==> src/rtl/gpio_edge_pkg.sv <==
package gpio_edge_pkg;
  localparam int PORT_W    = 8;
  localparam int NUM_PORTS = 6;
  localparam int IRQ_PORTS = 3;
  localparam int ADDR_W    = 4;
  localparam int IDX_W     = $clog2(NUM_PORTS);

  localparam logic [PORT_W-1:0] PAGE_POL = 8'h40;
  localparam logic [PORT_W-1:0] PAGE_EN  = 8'h80;
  localparam logic [PORT_W-1:0] PAGE_ID  = 8'hC0;

  typedef enum logic [2:0] {
    RD_PIN, RD_SUM, RD_PAGE, RD_EN, RD_POL, RD_ID, RD_ZERO
  } rdSel_e;

  // Strobes and selects from the decoder to the datapath
  typedef struct packed {
    logic [NUM_PORTS-1:0] outWr;
    logic [IRQ_PORTS-1:0] enWr;
    logic [IRQ_PORTS-1:0] polWr;
    rdSel_e               rdSel;
    logic [IDX_W-1:0]     rdIdx;
    logic [PORT_W-1:0]    pageVal;
  } strobe_t;
endpackage

==> src/rtl/gpio_edge_ctrl.sv <==
module gpio_edge_ctrl
  import gpio_edge_pkg::*;
#(
  parameter int NP = NUM_PORTS,
  parameter int DW = PORT_W,
  parameter int NI = IRQ_PORTS,
  parameter int AW = ADDR_W
) (
  input  logic          clk,
  input  logic          rstN,
  input  logic [AW-1:0] busAddr,
  input  logic          busWr,
  input  logic [DW-1:0] busWdata,
  output strobe_t       strb
);
  localparam logic [AW-1:0] A_SUM  = AW'(NP);
  localparam logic [AW-1:0] A_PAGE = AW'(NP + 1);
  localparam logic [AW-1:0] A_WIN  = AW'(NP + 2);
  localparam logic [AW-1:0] A_HOLE = AW'(NP + 2 + NI);

  logic [DW-1:0] pageQ;

  always_ff @(posedge clk or negedge rstN) begin
    if (!rstN)                          pageQ <= '0;
    else if (busWr && busAddr == A_PAGE) pageQ <= busWdata;
  end

  always_comb begin
    strb         = '0;
    strb.rdSel   = RD_ZERO;
    strb.pageVal = pageQ;
    if (busAddr < A_SUM) begin
      strb.rdSel = RD_PIN;
      strb.rdIdx = IDX_W'(busAddr);
      for (int k = 0; k < NP; k++)
        strb.outWr[k] = busWr && (busAddr == AW'(k));
    end else if (busAddr == A_SUM) begin
      strb.rdSel = RD_SUM;
    end else if (busAddr == A_PAGE) begin
      strb.rdSel = RD_PAGE;
    end else if (busAddr >= A_WIN && busAddr < A_HOLE) begin
      strb.rdIdx = IDX_W'(busAddr - A_WIN);
      case (pageQ)
        PAGE_EN: begin
          strb.rdSel = RD_EN;
          for (int k = 0; k < NI; k++)
            strb.enWr[k] = busWr && (busAddr == AW'(NP + 2 + k));
        end
        PAGE_POL: begin
          strb.rdSel = RD_POL;
          for (int k = 0; k < NI; k++)
            strb.polWr[k] = busWr && (busAddr == AW'(NP + 2 + k));
        end
        PAGE_ID: strb.rdSel = RD_ID;   // read only, writes dropped
        default: strb.rdSel = RD_ZERO;
      endcase
    end
  end
endmodule

==> src/rtl/gpio_edge_irqport.sv <==
module gpio_edge_irqport #(
  parameter int DW   = 8,
  parameter int SYNC = 2
) (
  input  logic          clk,
  input  logic          rstN,
  input  logic          enWr,
  input  logic          polWr,
  input  logic [DW-1:0] wdata,
  input  logic [DW-1:0] pinIn,
  output logic [DW-1:0] enQ,
  output logic [DW-1:0] polQ,
  output logic [DW-1:0] evQ
);
  logic [DW-1:0] syncQ [SYNC];
  logic [DW-1:0] prevQ;
  logic [DW-1:0] rise, fall, hit;

  always_ff @(posedge clk or negedge rstN) begin
    if (!rstN) begin
      for (int s = 0; s < SYNC; s++) syncQ[s] <= '0;
      prevQ <= '0;
    end else begin
      syncQ[0] <= pinIn;
      for (int s = 1; s < SYNC; s++) syncQ[s] <= syncQ[s-1];
      prevQ <= syncQ[SYNC-1];
    end
  end

  assign rise = syncQ[SYNC-1] & ~prevQ;
  assign fall = ~syncQ[SYNC-1] & prevQ;
  assign hit  = enQ & ((polQ & rise) | (~polQ & fall));

  always_ff @(posedge clk or negedge rstN) begin
    if (!rstN) begin
      enQ  <= '0;
      polQ <= '0;
      evQ  <= '0;
    end else begin
      if (enWr)  enQ  <= wdata;
      if (polWr) polQ <= wdata;
      // a disabled line holds no event
      evQ <= (evQ | hit) & enQ;
    end
  end
endmodule

==> src/rtl/gpio_edge_dp.sv <==
module gpio_edge_dp
  import gpio_edge_pkg::*;
#(
  parameter int NP   = NUM_PORTS,
  parameter int DW   = PORT_W,
  parameter int NI   = IRQ_PORTS,
  parameter int SYNC = 2
) (
  input  logic             clk,
  input  logic             rstN,
  input  strobe_t          strb,
  input  logic [DW-1:0]    wdata,
  input  logic [NP*DW-1:0] pinIn,
  output logic [NP*DW-1:0] pinDrive,
  output logic [DW-1:0]    rdData,
  output logic             irqOut
);
  logic [DW-1:0] enArr  [NI];
  logic [DW-1:0] polArr [NI];
  logic [DW-1:0] evArr  [NI];
  logic [NI-1:0] sumVec;

  for (genvar p = 0; p < NP; p++) begin : g_latch
    logic [DW-1:0] latchQ;
    always_ff @(posedge clk or negedge rstN) begin
      if (!rstN)              latchQ <= '0;
      else if (strb.outWr[p]) latchQ <= wdata;
    end
    assign pinDrive[p*DW +: DW] = latchQ;
  end

  for (genvar i = 0; i < NI; i++) begin : g_irq
    gpio_edge_irqport #(.DW(DW), .SYNC(SYNC)) portInst (
      .clk   (clk),
      .rstN  (rstN),
      .enWr  (strb.enWr[i]),
      .polWr (strb.polWr[i]),
      .wdata (wdata),
      .pinIn (pinIn[i*DW +: DW]),
      .enQ   (enArr[i]),
      .polQ  (polArr[i]),
      .evQ   (evArr[i])
    );
    assign sumVec[i] = |evArr[i];
  end

  assign irqOut = |sumVec;

  always_comb begin
    rdData = '0;
    case (strb.rdSel)
      RD_PIN:
        for (int p = 0; p < NP; p++)
          if (strb.rdIdx == IDX_W'(p)) rdData = pinIn[p*DW +: DW];
      RD_SUM:  rdData = DW'(sumVec);
      RD_PAGE: rdData = strb.pageVal;
      RD_EN:
        for (int i = 0; i < NI; i++)
          if (strb.rdIdx == IDX_W'(i)) rdData = enArr[i];
      RD_POL:
        for (int i = 0; i < NI; i++)
          if (strb.rdIdx == IDX_W'(i)) rdData = polArr[i];
      RD_ID:
        for (int i = 0; i < NI; i++)
          if (strb.rdIdx == IDX_W'(i)) rdData = evArr[i];
      default: rdData = '0;
    endcase
  end
endmodule

==> src/rtl/gpio_edge_bank.sv <==
module gpio_edge_bank
  import gpio_edge_pkg::*;
#(
  parameter int NP   = NUM_PORTS,
  parameter int DW   = PORT_W,
  parameter int NI   = IRQ_PORTS,
  parameter int AW   = ADDR_W,
  parameter int SYNC = 2
) (
  input  logic             clk,
  input  logic             rstN,
  input  logic [AW-1:0]    busAddr,
  input  logic             busWr,
  input  logic [DW-1:0]    busWdata,
  output logic [DW-1:0]    busRdata,
  input  logic [NP*DW-1:0] pinIn,
  output logic [NP*DW-1:0] pinDrive,
  output logic             irqOut
);
  strobe_t strb;

  gpio_edge_ctrl #(.NP(NP), .DW(DW), .NI(NI), .AW(AW)) ctrlInst (
    .clk      (clk),
    .rstN     (rstN),
    .busAddr  (busAddr),
    .busWr    (busWr),
    .busWdata (busWdata),
    .strb     (strb)
  );

  gpio_edge_dp #(.NP(NP), .DW(DW), .NI(NI), .SYNC(SYNC)) dpInst (
    .clk      (clk),
    .rstN     (rstN),
    .strb     (strb),
    .wdata    (busWdata),
    .pinIn    (pinIn),
    .pinDrive (pinDrive),
    .rdData   (busRdata),
    .irqOut   (irqOut)
  );
endmodule

==> config.mk <==
export PLATFORM = sky130hd
export DESIGN_NAME = gpio_edge_bank
export DESIGN_NICKNAME = d
export VERILOG_FILES = /design/src/rtl/gpio_edge_pkg.sv /design/src/rtl/gpio_edge_ctrl.sv /design/src/rtl/gpio_edge_irqport.sv /design/src/rtl/gpio_edge_dp.sv /design/src/rtl/gpio_edge_bank.sv
export SDC_FILE = /design/constraint.sdc
export NUM_CORES = 1
export LEC_CHECK = 0
export ABC_AREA = 1
export BUFFER_PORTS_ARGS = -buffer_cell sky130_fd_sc_hd__clkbuf_2
export CAP_MARGIN = 20
export CORE_MARGIN = 3
export CORE_UTILIZATION = 62
export DETAILED_ROUTE_END_ITERATION = 7
export PLACE_DENSITY = 0.89
export SLEW_MARGIN = 20
export SYNTH_ARGS = -nofsm -noshare
export SYNTH_HDL_FRONTEND = slang
export SYNTH_HIERARCHICAL = 1
export SYNTH_SLANG_ARGS = --single-unit
export TNS_END_PERCENT = 30
==> constraint.sdc <==
create_clock -name clk -period 8.91 [get_ports clk]
set_clock_uncertainty 0.05 [all_clocks]
set_input_delay 2.673 -clock clk [delete_from_list [all_inputs] [get_ports clk]]
set_output_delay 2.673 -clock clk [all_outputs]
set_load 0.01 [all_outputs]
==> results by group <==
Outcome
  • Status: complete, no violations

Place
  • Post-DP HPWL: between 15,000 and 20,000 um
  • IO Port Bufs: between 100 and 150
  • GPL Wtd Cong: between 0.9 and 1

Synth
  • Syn. warnings: 6
  • Synthesized area per cell: roughly 9 um^2
  • Seq cells post-synth: 200
  • Post-Synthesis Cells: ~980
  • EDFF count, synth: 0
  • Post-synth cell types: 29
  • Prevailing post-synth register cell: dfrtp_1
  • Post-Synthesis Cell Area: 9040 um^2
  • Top-area cell type share of the netlist area: 0.553
  • Syn_nets: ~1,000
  • Area leader, netlist: dfrtp_1
  • Async SR Flop Fraction: 1.00
  • Synth top area cells: dfrtp_1 55%, nand3_1 8.3%, nand2_1 7.1%
  • Register area share after synthesis: 0.553

Clock network
  • Hold-fix buffers at CTS: 0
  • Root Buffer: clkbuf_16
  • CTS tree: yes
  • H-Tree Depth: 4
  • Post-CTS Setup Inserts: 0
  • Sink Count: 200
  • CTS-repair resized insts: 0
  • Clock-pin slew on the worst setup and hold paths: 0.07 ns
  • Clk Latency, worst-skew pair: 0.43 ns
  • Max Buffers Root-to-Sink: 2
  • CTS Buf Count: 17

Layout
  • Share of layout cells above drive strength 1: 0.222
  • Most common cell after layout, fill and taps aside: dfrtp_1
  • Fillers: roughly 1,000
  • Commonest cells after routing, fill and taps aside: 200 x dfrtp_1, 170 x nand2_1, 160 x inv_1
  • Nets: around 1,200
  • Area Growth Syn to Fin: 14.4%
  • ANT cells: 0

Worst setup path
  • Crit path cell chain: clkbuf_2, inv_1, nand2_1, nor2_4, inv_1, a21oi_1, inv_2, nor3_2, nand2_1, nand2_1, nand2_1, nand2_1, nand3_1, clkbuf_2
  • Critical path fanouts, max: 30
  • R2r worst-path depth: 6
  • CP Class: in -> out
  • Worst path required time: 6.19 ns
  • Critical Path Source Type: input port
  • CP max stage cell: nor3_2
  • CP Capture Type: output pin
  • Max incr delay on CP: 0.70 ns
  • Cell mode on critical path: nand2_1
  • Crit path arrival time: roughly 5.5 ns

Floorplan
  • Initial Util: 0.642
  • Ports: 120
  • Die area: between 15,000 and 20,000 um^2
  • Core Footprint: roughly 14,000 um^2
  • Die Y: between 100 and 150 um
  • Rows: 43
  • Die width: ~130 um

Timing
  • Final min period: slightly above 8 ns
  • Rel. slew slack: 0.218
  • Achievable Freq: approximately 0.12 GHz
  • TNS Setup: 0 ns
  • RSZ-0062 raised after global routing: no
  • Slew Limit Fails: 0
  • Final period util: 0.922
  • Worst Max-Slew Pin Slew: 1.17 ns
  • Endpoints failing hold: 0
  • Final setup violation count: 0

Global route
  • GRT Util Overall: 0.305
  • First-pass GRT wire length: approximately 38,000 um
  • Initial antenna violation count: 0
  • Vias in the first global route: about 7,400
  • Remaining global-route overflow: 0
  • Largest net degree at the start of global routing: 90

Drt
  • DR pass1 iterations: 6
  • Initial DRC count: around 780
  • Vias: 7,394
  • Routed WL: around 24,000 um
  • Vias per std cell: between 5 and 6
  • Drt drc: 0
  • DRT antenna net count: 0
  • Drt wl/cell: about 19 um

Power and ir drop
  • Power, Total: between 2 and 2.5 mW
  • Worst VDD drop: 0.000182 V
  • Power Dens Cells: 220 nW/um^2
  • Cell leakage power: around 5.6 nW

Flow run
  • Max-cap violations: 0

Min path
  • Worst Hold Depth: 0
  • Hold Path Class: reg -> reg
[Yosys cell counts (4+ instances only)]
| master | count |
|---|---|
| nand2_1 | 170 |
| inv_1 | 160 |
| nand4_1 | 27 |
| buf_4 | 4 |
| mux2_4 | 24 |
| a21oi_1 | 20 |
| nand3_1 | 150 |
| buf_2 | 12 |
| o21ai_1 | 7 |
| nor2_1 | 86 |
| dfrtp_1 | 200 |
| mux2_2 | 48 |
| o21ai_0 | 34 |
| clkbuf_1 | 14 |
[logic make-up (layout without fill, tap and decap cells)]
logic type             count (synthesis)  in the layout  synth area share
and+or+nand+nor                      446            446             0.221
muxes                                 72             72            0.0996
AOI/OAI and AO/OA                     65             65            0.0379
DFF                                  200            200             0.553
buffers and inverters                198            320            0.0881
[critical path: cells and delay by family]
kind	cells	cell delay, ns
compound gates	1	0.58
simple gates	8	1.37
buf+inv	5	0.86
[per-stage QoR]
stage	setup slack (ns)	hold WS, ns	std cells	utilization	area, um^2
5_1_grt	0.471	0.306	1283	0.734	10400
4_1_cts	0.841	0.295	1282	0.733	10300
3_5_place_dp	0.849	0.285	1252	0.691	9740
2_1_floorplan	1.84	0.281	981	-	9040
3_3_place_gp	0.958	0.282	1252	0.691	9740
6_report	0.692	0.295	1283	0.734	10400
[sequential cells by signal, indices dropped and copies added (netlist names)]
register / cells
ctrlInst/pageQ: 8
dpInst/g_latch.latchQ: 48
dpInst/g_irq.portInst/prevQ: 24
dpInst/g_irq.portInst/enQ: 24
dpInst/g_irq.portInst/syncQ: 48
dpInst/g_irq.portInst/evQ: 24
dpInst/g_irq.portInst/polQ: 24
[layout make-up]
class | count | area (um^2) | area share
Clock buffer | 21 | 450 | 0.0435
Clock inverter | 9 | 141 | 0.0137
Inverter | 164 | 617 | 0.0596
Multi-Input combinational cell | 583 | 3260 | 0.315
Sequential cell | 200 | 5000 | 0.483
Tap cell | 180 | 225 | 0.0218
Timing Repair Buffer | 126 | 657 | 0.0635
[worst paths after layout]
| path | start | to | slack (ns) |
|---|---|---|---|
| worst max-delay path | busAddr[2] | busRdata[1] | 0.69 |
| min in group asynchronous | rstN | dpInst/g_irq[0].portInst/enQ[0]$_DFFE_PN0P_ | 2.25 |
| max in group asynchronous | rstN | ctrlInst/pageQ[1]$_DFFE_PN0P_ | 5.35 |
| worst max register to register | ctrlInst/pageQ[5]$_DFFE_PN0P_ | dpInst/g_irq[2].portInst/enQ[0]$_DFFE_PN0P_ | 6.57 |
| worst min register to register | dpInst/g_irq[0].portInst/syncQ[11]$_DFF_PN0_ | dpInst/g_irq[0].portInst/syncQ[3]$_DFF_PN0_ | 0.29 |
| worst min-delay path | dpInst/g_irq[0].portInst/syncQ[11]$_DFF_PN0_ | dpInst/g_irq[0].portInst/syncQ[3]$_DFF_PN0_ | 0.29 |
[power breakdown]
part	switching, mW	leakage [nW]	total, mW	internal (mW)
logic	0.234	2.89	0.397	0.163
registers	0.0816	2.42	1.10	1.02
clock network	0.330	0.285	0.780	0.450
total	0.646	5.60	2.28	1.64
[routing by layer]
layer | global-route usage | vias up | share of wire
li1 | - | 3362 | -
met1 | 0.379 | 3516 | 0.38
met2 | 0.491 | 422 | 0.47
met3 | 0.0863 | 94 | 0.095
met4 | 0.155 | 0 | 0.053
met5 | 0 | - | 0
No activity file was read; power rests on OpenSTA's default activity.
